## config.mk

```make
export PLATFORM = sky130hd
export DESIGN_NAME = wta_if_layer
export DESIGN_NICKNAME = d
export VERILOG_FILES = /design/src/rtl/wta_pkg.sv /design/src/rtl/wta_neuron.sv /design/src/rtl/wta_arbiter.sv /design/src/rtl/wta_learn_map.sv /design/src/rtl/wta_if_layer.sv
export SDC_FILE = /design/constraint.sdc
export NUM_CORES = 2
export LEC_CHECK = 0
export ABC_AREA = 1
export CORE_AREA = 3 3 342 344
export DETAILED_ROUTE_END_ITERATION = 12
export DIE_AREA = 0 0 345 347
export DONT_BUFFER_PORTS = 1
export GPL_ROUTABILITY_DRIVEN = 0
export REMOVE_ABC_BUFFERS = 1
export SETUP_SLACK_MARGIN = 0.3
export SLEW_MARGIN = 10
export SYNTH_ARGS = -nofsm -noshare
export SYNTH_HDL_FRONTEND = slang
export SYNTH_SLANG_ARGS = --single-unit
```

## constraint.sdc

```tcl
create_clock -name clk_i -period 32.6 [get_ports clk_i]
set_input_delay 4.89 -clock clk_i [delete_from_list [all_inputs] [get_ports clk_i]]
set_output_delay 4.89 -clock clk_i [all_outputs]
set_load 0.05 [all_outputs]
```

## src/rtl/wta_pkg.sv

```systemverilog
package wta_pkg;
  typedef enum logic [1:0] {
    LM_HEBB      = 2'd0,
    LM_ANTI_HEBB = 2'd1,
    LM_STDP      = 2'd2,
    LM_ANTI_STDP = 2'd3
  } learn_mode_e;

  typedef enum logic [1:0] {
    ST_IDLE, ST_INTEG, ST_DECIDE, ST_LEARN
  } step_state_e;
endpackage

```

## src/rtl/wta_neuron.sv

```systemverilog
module wta_neuron #(
  parameter int WORD_W = 64,
  parameter int POT_W  = 13,
  parameter int REFR_W = 8
) (
  input  logic              clk_i,
  input  logic              rst_ni,
  input  logic              acc_en_i,
  input  logic              clr_i,
  input  logic              fire_i,
  input  logic              step_done_i,
  input  logic [REFR_W-1:0] refr_len_i,
  input  logic [WORD_W-1:0] pix_i,
  input  logic [WORD_W-1:0] w_i,
  output logic [POT_W-1:0]  pot_o,
  output logic              elig_o
);
  localparam int CNT_W = $clog2(WORD_W + 1);
  localparam int SUM_W = POT_W + 1;

  function automatic logic [CNT_W-1:0] popc(input logic [WORD_W-1:0] v);
    logic [CNT_W-1:0] c;
    c = '0;
    for (int i = 0; i < WORD_W; i++) c = c + CNT_W'(v[i]);
    return c;
  endfunction

  logic [POT_W-1:0]  pot_q;
  logic [REFR_W-1:0] refr_q;
  logic [SUM_W-1:0]  sum;

  assign elig_o = (refr_q == '0);
  assign sum    = {1'b0, pot_q} + SUM_W'(popc(pix_i & w_i));
  assign pot_o  = pot_q;

  always_ff @(posedge clk_i or negedge rst_ni) begin
    if (!rst_ni) begin
      pot_q <= '0;
    end else if (clr_i) begin
      pot_q <= '0;
    end else if (acc_en_i && elig_o) begin
      pot_q <= sum[POT_W] ? '1 : sum[POT_W-1:0];  // saturate
    end
  end

  always_ff @(posedge clk_i or negedge rst_ni) begin
    if (!rst_ni) refr_q <= '0;
    else if (fire_i) refr_q <= refr_len_i;
    else if (step_done_i && refr_q != '0) refr_q <= refr_q - REFR_W'(1);
  end

  a_r10_no_wrap: assert property (@(posedge clk_i) disable iff (!rst_ni)
    (acc_en_i && !clr_i) |=> pot_q >= $past(pot_q));
  a_r6_refr_holds: assert property (@(posedge clk_i) disable iff (!rst_ni)
    (acc_en_i && !clr_i && refr_q != '0) |=> $stable(pot_q));
endmodule

```

## src/rtl/wta_arbiter.sv

```systemverilog
module wta_arbiter #(
  parameter int N_NEURONS = 9,
  parameter int POT_W     = 13,
  localparam int NIDX_W   = $clog2(N_NEURONS)
) (
  input  logic [N_NEURONS-1:0][POT_W-1:0] pot_i,
  input  logic [N_NEURONS-1:0]            elig_i,
  input  logic [POT_W-1:0]                thr_i,
  output logic                            valid_o,
  output logic [NIDX_W-1:0]               idx_o
);
  logic [POT_W-1:0] best;

  // strict '>' keeps the lower index on ties
  always_comb begin
    valid_o = 1'b0;
    idx_o   = '0;
    best    = '0;
    for (int k = 0; k < N_NEURONS; k++) begin
      if (elig_i[k] && pot_i[k] >= thr_i && (!valid_o || pot_i[k] > best)) begin
        valid_o = 1'b1;
        idx_o   = NIDX_W'(k);
        best    = pot_i[k];
      end
    end
  end
endmodule

```

## src/rtl/wta_learn_map.sv

```systemverilog
module wta_learn_map
  import wta_pkg::*;
#(
  parameter int WORD_W = 64
) (
  input  logic [1:0]        mode_i,
  input  logic              en_i,
  input  logic [WORD_W-1:0] pix_i,
  input  logic [WORD_W-1:0] late_i,
  output logic [WORD_W-1:0] pot_o,
  output logic [WORD_W-1:0] dep_o
);
  logic [WORD_W-1:0] early, late;

  assign early = pix_i & ~late_i;
  assign late  = pix_i & late_i;

  always_comb begin
    pot_o = '0;
    dep_o = '0;
    if (en_i) begin
      case (learn_mode_e'(mode_i))
        LM_HEBB:      pot_o = pix_i;
        LM_ANTI_HEBB: dep_o = pix_i;
        LM_STDP:      begin pot_o = early; dep_o = late;  end
        default:      begin pot_o = late;  dep_o = early; end
      endcase
    end
  end
endmodule

```

## src/rtl/wta_if_layer.sv

```systemverilog
module wta_if_layer
  import wta_pkg::*;
#(
  parameter int N_NEURONS = 9,
  parameter int WORD_W    = 64,
  parameter int N_WORDS   = 64,
  parameter int POT_W     = 13,
  parameter int REFR_W    = 8,
  localparam int NIDX_W   = $clog2(N_NEURONS),
  localparam int WIDX_W   = $clog2(N_WORDS)
) (
  input  logic                        clk_i,
  input  logic                        rst_ni,
  input  logic                        thresh_we_i,
  input  logic [POT_W-1:0]            thresh_i,
  input  logic [REFR_W-1:0]           refr_len_i,
  input  logic [1:0]                  mode_i,
  input  logic                        start_i,
  input  logic                        pix_valid_i,
  input  logic [WORD_W-1:0]           pix_i,
  input  logic [N_NEURONS*WORD_W-1:0] weight_i,
  input  logic [WORD_W-1:0]           late_i,
  output logic                        busy_o,
  output logic [WIDX_W-1:0]           word_idx_o,
  output logic                        spike_valid_o,
  output logic [NIDX_W-1:0]           winner_o,
  output logic                        upd_valid_o,
  output logic [WORD_W-1:0]           upd_pot_o,
  output logic [WORD_W-1:0]           upd_dep_o
);
  step_state_e state_q;
  logic [WIDX_W-1:0] wrd_q;
  logic [POT_W-1:0]  thr_q;
  logic [N_NEURONS-1:0][POT_W-1:0] pot;
  logic [N_NEURONS-1:0] elig;
  logic win_valid;
  logic [NIDX_W-1:0] win_idx;
  logic acc_en, step_done, last_word;

  assign acc_en      = (state_q == ST_INTEG) && pix_valid_i;
  assign step_done   = (state_q == ST_DECIDE);
  assign last_word   = (wrd_q == WIDX_W'(N_WORDS - 1));
  assign busy_o      = (state_q != ST_IDLE);
  assign word_idx_o  = wrd_q;
  assign upd_valid_o = (state_q == ST_LEARN) && pix_valid_i;

  always_ff @(posedge clk_i or negedge rst_ni) begin
    if (!rst_ni) begin
      state_q       <= ST_IDLE;
      wrd_q         <= '0;
      thr_q         <= '0;
      spike_valid_o <= 1'b0;
      winner_o      <= '0;
    end else begin
      spike_valid_o <= step_done && win_valid;
      case (state_q)
        ST_IDLE: begin
          if (thresh_we_i) thr_q <= thresh_i;
          wrd_q <= '0;
          if (start_i) state_q <= ST_INTEG;
        end
        ST_INTEG, ST_LEARN: if (pix_valid_i) begin
          wrd_q <= last_word ? '0 : wrd_q + WIDX_W'(1);
          if (last_word) state_q <= (state_q == ST_INTEG) ? ST_DECIDE : ST_IDLE;
        end
        default: begin
          wrd_q <= '0;
          if (win_valid) begin
            winner_o <= win_idx;
            state_q  <= ST_LEARN;
          end else begin
            state_q  <= ST_IDLE;
          end
        end
      endcase
    end
  end

  for (genvar k = 0; k < N_NEURONS; k++) begin : g_neuron
    wta_neuron #(.WORD_W(WORD_W), .POT_W(POT_W), .REFR_W(REFR_W)) u_neuron (
      .clk_i, .rst_ni,
      .acc_en_i   (acc_en),
      .clr_i      (step_done && win_valid),
      .fire_i     (step_done && win_valid && win_idx == NIDX_W'(k)),
      .step_done_i(step_done),
      .refr_len_i,
      .pix_i,
      .w_i        (weight_i[k*WORD_W +: WORD_W]),
      .pot_o      (pot[k]),
      .elig_o     (elig[k])
    );
  end

  wta_arbiter #(.N_NEURONS(N_NEURONS), .POT_W(POT_W)) u_arb (
    .pot_i(pot), .elig_i(elig), .thr_i(thr_q),
    .valid_o(win_valid), .idx_o(win_idx)
  );

  wta_learn_map #(.WORD_W(WORD_W)) u_map (
    .mode_i, .en_i(upd_valid_o), .pix_i, .late_i,
    .pot_o(upd_pot_o), .dep_o(upd_dep_o)
  );

  a_r3_single_pulse: assert property (@(posedge clk_i) disable iff (!rst_ni)
    spike_valid_o |=> !spike_valid_o);
  a_r7_thr_frozen: assert property (@(posedge clk_i) disable iff (!rst_ni)
    busy_o |=> $stable(thr_q));
  a_r6_winner_eligible: assert property (@(posedge clk_i) disable iff (!rst_ni)
    (step_done && win_valid) |-> elig[win_idx]);
  a_r8_upd_in_learn: assert property (@(posedge clk_i) disable iff (!rst_ni)
    upd_valid_o |-> busy_o && !spike_valid_o || $past(step_done));
  a_r5_clear_after_spike: assert property (@(posedge clk_i) disable iff (!rst_ni)
    spike_valid_o |-> pot == '0);
endmodule

```

==> Word-level counts from Yosys, hierarchy flattened <==
Index checks and enable logic that the tools add are counted.
{ "totals": {"reg_bits": 215, "elab_cells": 847} }
{ "op_classes": {"addsub": 586, "order_cmp": 17, "eq_ne": 17, "mux": 83, "bitwise": 13, "reduce_logical": 108} }
{ "ops": {"columns": ["op", "n"], "rows": [
  ["$add 7x1->7", 558],
  ["$and 64x64->64", 11],
  ["$mux 13", 35],
  ["$pmux 64 s3", 2],
  ["$mux 8", 18],
  ["$mux 64", 2],
  ["$add 13x7->14", 9],
  ["$ge 13x13->1", 9],
  ["$gt 13x13->1", 8],
  ["$logic_not 8->1", 9],
  ["$reduce_bool 8->1", 9],
  ["$sub 8x1->8 const B", 9],
  ["$not 64->64", 1],
  ["$logic_and 1x1->1", 47],
  ["$reduce_bool 2->1", 19],
  ["$add 1x1->2", 9],
  ["$mux 6", 3],
  ["$eq 4x3->1 const B", 4],
  ["$mux 2", 7],
  ["$mux 3", 4],
  ["$mux 1", 10],
  ["$eq 4x2->1 const B", 2],
  ["$logic_not 1->1", 8],
  ["$logic_or 1x1->1", 8],
  ["other kinds (16)", 23]
]} }

==> Longest topological paths before layout <==
{ "depth": {"word_depth": 68, "mapped_depth": 118, "depth_no_buf": 110} }

==> By module <==
From an unflattened synthesis, not the netlist that was laid out.
{ "hier_totals": {"cells_unflattened": 6022, "area_unflattened_um2": 43132.6} }
{ "by_module_without_submodules": {"columns": ["module", "instances", "cells_each", "area_each_um2", "seq_area_each_um2"], "rows": [
  ["wta_neuron at g_neuron[3].u_neuron ...", 5, 478, 3644.7, 525.5],
  ["wta_neuron at g_neuron[0].u_neuron ...", 2, 468, 3578.4, 525.5],
  ["wta_arbiter", 1, 1134, 7071.8, 0.0],
  ["wta_neuron at g_neuron[2].u_neuron", 1, 476, 3668.5, 525.5],
  ["wta_neuron at g_neuron[8].u_neuron", 1, 478, 3653.5, 525.5],
  ["wta_learn_map", 1, 483, 2109.5, 0.0],
  ["wta_if_layer", 1, 125, 1248.7, 650.6]
]} }

==> Least setup slack after synthesis <==
OpenSTA, ideal clock, no wires.
{ "synth_path": {"path_type": "register to register", "from": "register thr_q[12]", "to": "register g_neuron[2].u_neuron.refr_q[0]", "setup_ns": 0.120, "t_arrival_ns": 13.921, "t_required_ns": 32.480, "path_slack_ns": 18.559, "path_stages_with_launch": 112, "path_buffers": 12, "period_less_slack_ns": 14.041, "cell_sequence": "dfrtp_1 -> inv_1 -> ha_1 -> nand2_1 -> inv_1 -> nand3_1 -> a21oi_1 -> nor2_2 -> nand2_1 -> nand2_2 -> clkbuf_1 -> nor2_1 -> inv_1 -> ha_1 -> nand2_1 -> nor2_1 -> nand3_1 -> nor2_1 -> [... 76 more ...] -> clkbuf_1 -> clkbuf_1 -> nand3b_1 -> nand2_1 -> ha_1 -> a21oi_1 -> o221ai_1 -> nand3_1 -> o2111ai_1 -> nand2_1 -> nand2_1 -> nand2_4 -> nand2_4 -> nor2_8 -> nand2_2 -> buf_2 -> nor2_1 -> nor2_1"} }
{ "synth_between": {"elab_chain_cells": 38} }
{ "synth_lines": {"columns": ["item", "line", "rtl"], "rows": [
  ["start, declared", "wta_if_layer.sv:33", "logic [POT_W-1:0] thr_q;"],
  ["start signal, assigned", "wta_if_layer.sv:58", "if (thresh_we_i) thr_q <= thresh_i;"],
  ["$ge 13x13->1", "wta_arbiter.sv:20", "if (elig_i[k] && pot_i[k] >= thr_i && (!valid_o || pot_i[k] > best)) begin"],
  ["$logic_and 1x1->1", "wta_arbiter.sv:20", null],
  ["$mux 13 / $mux 1 (equally long branches)", "wta_arbiter.sv:20", null],
  ["$gt 13x13->1 / $logic_not 1->1 (equally long branches)", "wta_arbiter.sv:20", null],
  ["$logic_or 1x1->1", "wta_arbiter.sv:20", null],
  ["$logic_and 1x1->1", "wta_arbiter.sv:20", null],
  ["$mux 13 / $mux 1 (equally long branches)", "wta_arbiter.sv:20", null],
  ["$gt 13x13->1 / $logic_not 1->1 (equally long branches)", "wta_arbiter.sv:20", null],
  ["[... 22 more ...]", null, null],
  ["$mux 13 / $mux 1 (equally long branches)", "wta_arbiter.sv:20", null],
  ["$gt 13x13->1 / $logic_not 1->1 (equally long branches)", "wta_arbiter.sv:20", null],
  ["$logic_or 1x1->1", "wta_arbiter.sv:20", null],
  ["$logic_and 1x1->1", "wta_arbiter.sv:20", null],
  ["$mux 4 / $mux 1 (equally long branches)", "wta_arbiter.sv:20", null],
  ["$eq 4x2->1 / $logic_and 1x1->1 (equally long branches)", "wta_if_layer.sv:84", ".fire_i (step_done && win_valid && win_idx == NIDX_W'(k)),"],
  ["$logic_and 1x1->1 *", "wta_if_layer.sv:84", null],
  ["$mux 8 / $reduce_bool 2->1 (equally long branches)", null, null],
  ["end signal, assigned", "wta_neuron.sv:48", "else if (fire_i) refr_q <= refr_len_i;"],
  ["end signal, assigned", "wta_neuron.sv:49", "else if (step_done_i && refr_q != '0) refr_q <= refr_q - REFR_W'(1);"],
  ["end, declared", "wta_neuron.sv:29", "logic [REFR_W-1:0] refr_q;"]
]} }
Mark *: on every way between the ends. The rest lies on a longest branch, timed or not.
A chain may end at the register's enable or synchronous reset.

==> Final worst setup path <==
{ "layout_path": {"from": "register thr_q[4]", "to": "register g_neuron[6].u_neuron.refr_q[0]"} }
{ "layout_between": {"elab_chain_cells": 38} }
{ "layout_lines": {"columns": ["item", "line"], "rows": [
  ["$ge 13x13->1", "wta_arbiter.sv:20"],
  ["$logic_and 1x1->1", "wta_arbiter.sv:20"],
  ["$mux 13 / $mux 1 (equally long branches)", "wta_arbiter.sv:20"],
  ["$gt 13x13->1 / $logic_not 1->1 (equally long branches)", "wta_arbiter.sv:20"],
  ["$logic_or 1x1->1", "wta_arbiter.sv:20"],
  ["$logic_and 1x1->1", "wta_arbiter.sv:20"],
  ["$mux 13 / $mux 1 (equally long branches)", "wta_arbiter.sv:20"],
  ["$gt 13x13->1 / $logic_not 1->1 (equally long branches)", "wta_arbiter.sv:20"],
  ["[... 22 more ...]", null],
  ["$mux 13 / $mux 1 (equally long branches)", "wta_arbiter.sv:20"],
  ["$gt 13x13->1 / $logic_not 1->1 (equally long branches)", "wta_arbiter.sv:20"],
  ["$logic_or 1x1->1", "wta_arbiter.sv:20"],
  ["$logic_and 1x1->1", "wta_arbiter.sv:20"],
  ["$mux 4 / $mux 1 (equally long branches)", "wta_arbiter.sv:20"],
  ["$eq 4x3->1 / $logic_and 1x1->1 (equally long branches)", "wta_if_layer.sv:84"],
  ["$logic_and 1x1->1 *", "wta_if_layer.sv:84"],
  ["$mux 8 / $reduce_bool 2->1 (equally long branches)", null],
  ["end signal, assigned", "wta_neuron.sv:48"],
  ["end signal, assigned", "wta_neuron.sv:49"],
  ["end, declared", "wta_neuron.sv:29"]
]} }
Marked as above.

==> metrics.csv <==
metric;value;unit
status;finished clean;
vias;36888;
yosysSeqAreaShare;0.135;
overflow;0;
startpoint_type;flop;
fin_crit_sh;0.517;
drv_slew;0;
clock_path_buffers;3;
synth-seq-cells;215;
cts_max_level;1;
crit_path_frequent_cell;nand2_1;
hpwl;141;mm
finalWorstSetupSlack;15750;ps
drtAntennaViolNets;0;
die_h;347;um
r2r_slack;15750;ps
antenna_found_initial;33;
hold_violations;0;
cp-end-kind;flop;
syn2layout_area_growth;6.05;%
worst_path_max_delay_cell;nand2_1;
multi_input_area;29800;sq um
grt_pass1_wl;242;mm
rows;124;
clockRootBuffer;clkbuf_16;
fin_setup_tns;0;ps
crit_fanout;36;
hold_class;reg2reg;
clock_latency;600;ps
path_class;reg2reg;
cts_setup_buffers;0;
placed_cells;6730;
finClkSkew;20.3;ps
grt_max_degree;216;
tightest_slew;1120;ps
hold_buffers;0;
die_w;345;um
wl;173;mm
synth-edff-count;0;
async_flop_share;1.00;
r2r_end;g_neuron[6].u_neuron.refr_q[0];
synth.avg_cell_area;7.42;sq um
clkSlewWorstSetupHoldPaths;70;ps
viasPerCell;5.41;
start_util;0.349;
final_common_cell;nand2_1;
ctsResizeCount;0;
port_buffers;0;
drc_errors;0;
drt_iter0_markers;3259;
cp_data_required_time;33070;ps
n_fill_cell;12020;
final-setup-viol-count;0;
dp_slack;16160;ps
rsz0062_at_grt;no;
slew_headroom;0.250;
achievable-frequency;0.0594;GHz
die_area;120000;sq um
fin_nets;6915;
synth_top_flop_cell;dfrtp_1;
wl_per_cell;25.3;um
max_stage_delay;480;ps
drv_cap;0;
ys_types;62;
layout_common_cells;nand2_1, inv_1, fa_1;
synthCells;5366;
grt_pass1_vias;35826;
period_needed;16850;ps
ys_warn_count;0;
seqCellArea;5380;sq um
cts_tree;built;
coreArea;114000;sq um
syn_area;39800;sq um
cts.sinks;215;
instances_no_fill;6822;
grtUsageTotal;0.278;
arrival;17320;ps
r2r_cells;98;
drt_pass1_iterations;9;
crit_path_start;thr_q[4];
drive_above_1_share;0.0279;
io_pins;873;
endpoint;g_neuron[6].u_neuron.refr_q[0];
worstReg2RegStart;thr_q[4];
cts-buffers-inserted;29;
worst min path at each step:
stage,start,endpoint,slack [ps],cells past startpoint
global placement,g_neuron[8].u_neuron.refr_q[1],g_neuron[8].u_neuron.refr_q[1],510,2
global route,g_neuron[8].u_neuron.refr_q[7],g_neuron[8].u_neuron.refr_q[7],570,1
floorplan,g_neuron[8].u_neuron.refr_q[1],g_neuron[8].u_neuron.refr_q[1],480,2
detailed placement,g_neuron[0].u_neuron.refr_q[1],g_neuron[0].u_neuron.refr_q[1],530,2
finish,g_neuron[8].u_neuron.refr_q[1],g_neuron[8].u_neuron.refr_q[1],540,2
CTS,g_neuron[0].u_neuron.refr_q[1],g_neuron[0].u_neuron.refr_q[1],550,2
worst max-delay path: cells and delay by family (launching register included):
| family | cells | cell delay, ps |
|---|---|---|
| fa+ha+maj | 9 | 2670 |
| buf+inv | 9 | 1810 |
| compound gates | 19 | 3040 |
| simple gates | 61 | 8830 |
| flops | 1 | 360 |
layer usage:
metal,up-vias,part of all wire,track usage
li1,16535,-,-
met1,17771,0.37,0.325
met2,2135,0.44,0.434
met3,417,0.13,0.131
met4,30,0.056,0.117
met5,-,0.0037,0.0377
synthesized netlist by cell type, types with 7 or more instances:
| cell type | count | area (sq um) |
|---|---|---|
| xnor2_1 | 63 | 552 |
| inv_1 | 1042 | 3910 |
| a311oi_1 | 12 | 105 |
| o211ai_1 | 8 | 60.1 |
| a21oi_1 | 276 | 1380 |
| inv_2 | 12 | 45.0 |
| nor3_1 | 47 | 235 |
| xor2_1 | 84 | 736 |
| o21bai_1 | 15 | 113 |
| nand3b_1 | 28 | 210 |
| buf_2 | 12 | 60.1 |
| fa_1 | 495 | 9910 |
| buf_1 | 9 | 33.8 |
| nor4_1 | 11 | 68.8 |
| a21boi_0 | 12 | 90.1 |
| a211oi_1 | 8 | 60.1 |
| nand2_4 | 10 | 113 |
| or3_1 | 11 | 68.8 |
| a21o_1 | 15 | 113 |
| nand4_1 | 63 | 394 |
| nor2_1 | 335 | 1260 |
| nand2_1 | 1335 | 5010 |
| a31oi_1 | 35 | 219 |
| dfrtp_1 | 215 | 5380 |
| clkinv_1 | 9 | 33.8 |
| o21ai_0 | 186 | 931 |
| nand2_2 | 11 | 68.8 |
| and2_1 | 37 | 231 |
| clkbuf_1 | 118 | 443 |
| nand3_1 | 284 | 1420 |
| nor2_2 | 7 | 43.8 |
| o22ai_1 | 19 | 119 |
| ha_1 | 439 | 5490 |
| or2_2 | 33 | 206 |
| buf_4 | 7 | 52.6 |
cell type report:
class / instances / share of cell area
Antenna cell: 38 / 0.00225
Tap cell: 1512 / 0.0448
Timing Repair Buffer: 5 / 0.000889
Multi-Input combinational cell: 3935 / 0.705
Clock buffer: 38 / 0.0189
Inverter: 1063 / 0.0945
Clock inverter: 16 / 0.00598
Sequential cell: 215 / 0.127
flip-flops by register name, indices dropped and copies added (netlist names):
| register | cells |
|---|---|
| g_neuron.u_neuron.pot_o | 117 |
| g_neuron.u_neuron.refr_q | 72 |
| thr_q | 13 |
| word_idx_o | 6 |
| winner_o | 4 |
| state_q | 2 |
| spike_valid_o | 1 |
logic make-up (layout without fill, tap and decap cells):
group | Yosys count | in the layout | synth area share
AND/OR/NAND/NOR | 2234 | 2234 | 0.241
adder cells (fa/ha/maj) | 934 | 934 | 0.387
buffers and inverters | 1216 | 1122 | 0.117
multiplexers | 1 | 1 | 0.000283
flip-flops | 215 | 215 | 0.135
AO/OA/AOI/OAI | 619 | 619 | 0.0871
other | 0 | 38 | 0
XOR/XNOR | 147 | 147 | 0.0323
per-stage QoR:
stage,instance area [sq um],hold slack [ps],utilization
2_1_floorplan,39200,482,-
3_3_place_gp,41100,513,0.360
3_5_place_dp,41100,530,0.360
4_1_cts,42100,545,0.369
5_1_grt,42200,568,0.369
6_report,42200,537,0.370
Power is left out: the tool's default activity adds up to more than one toggle a clock period on the data nets, which glitch-free logic cannot reach.
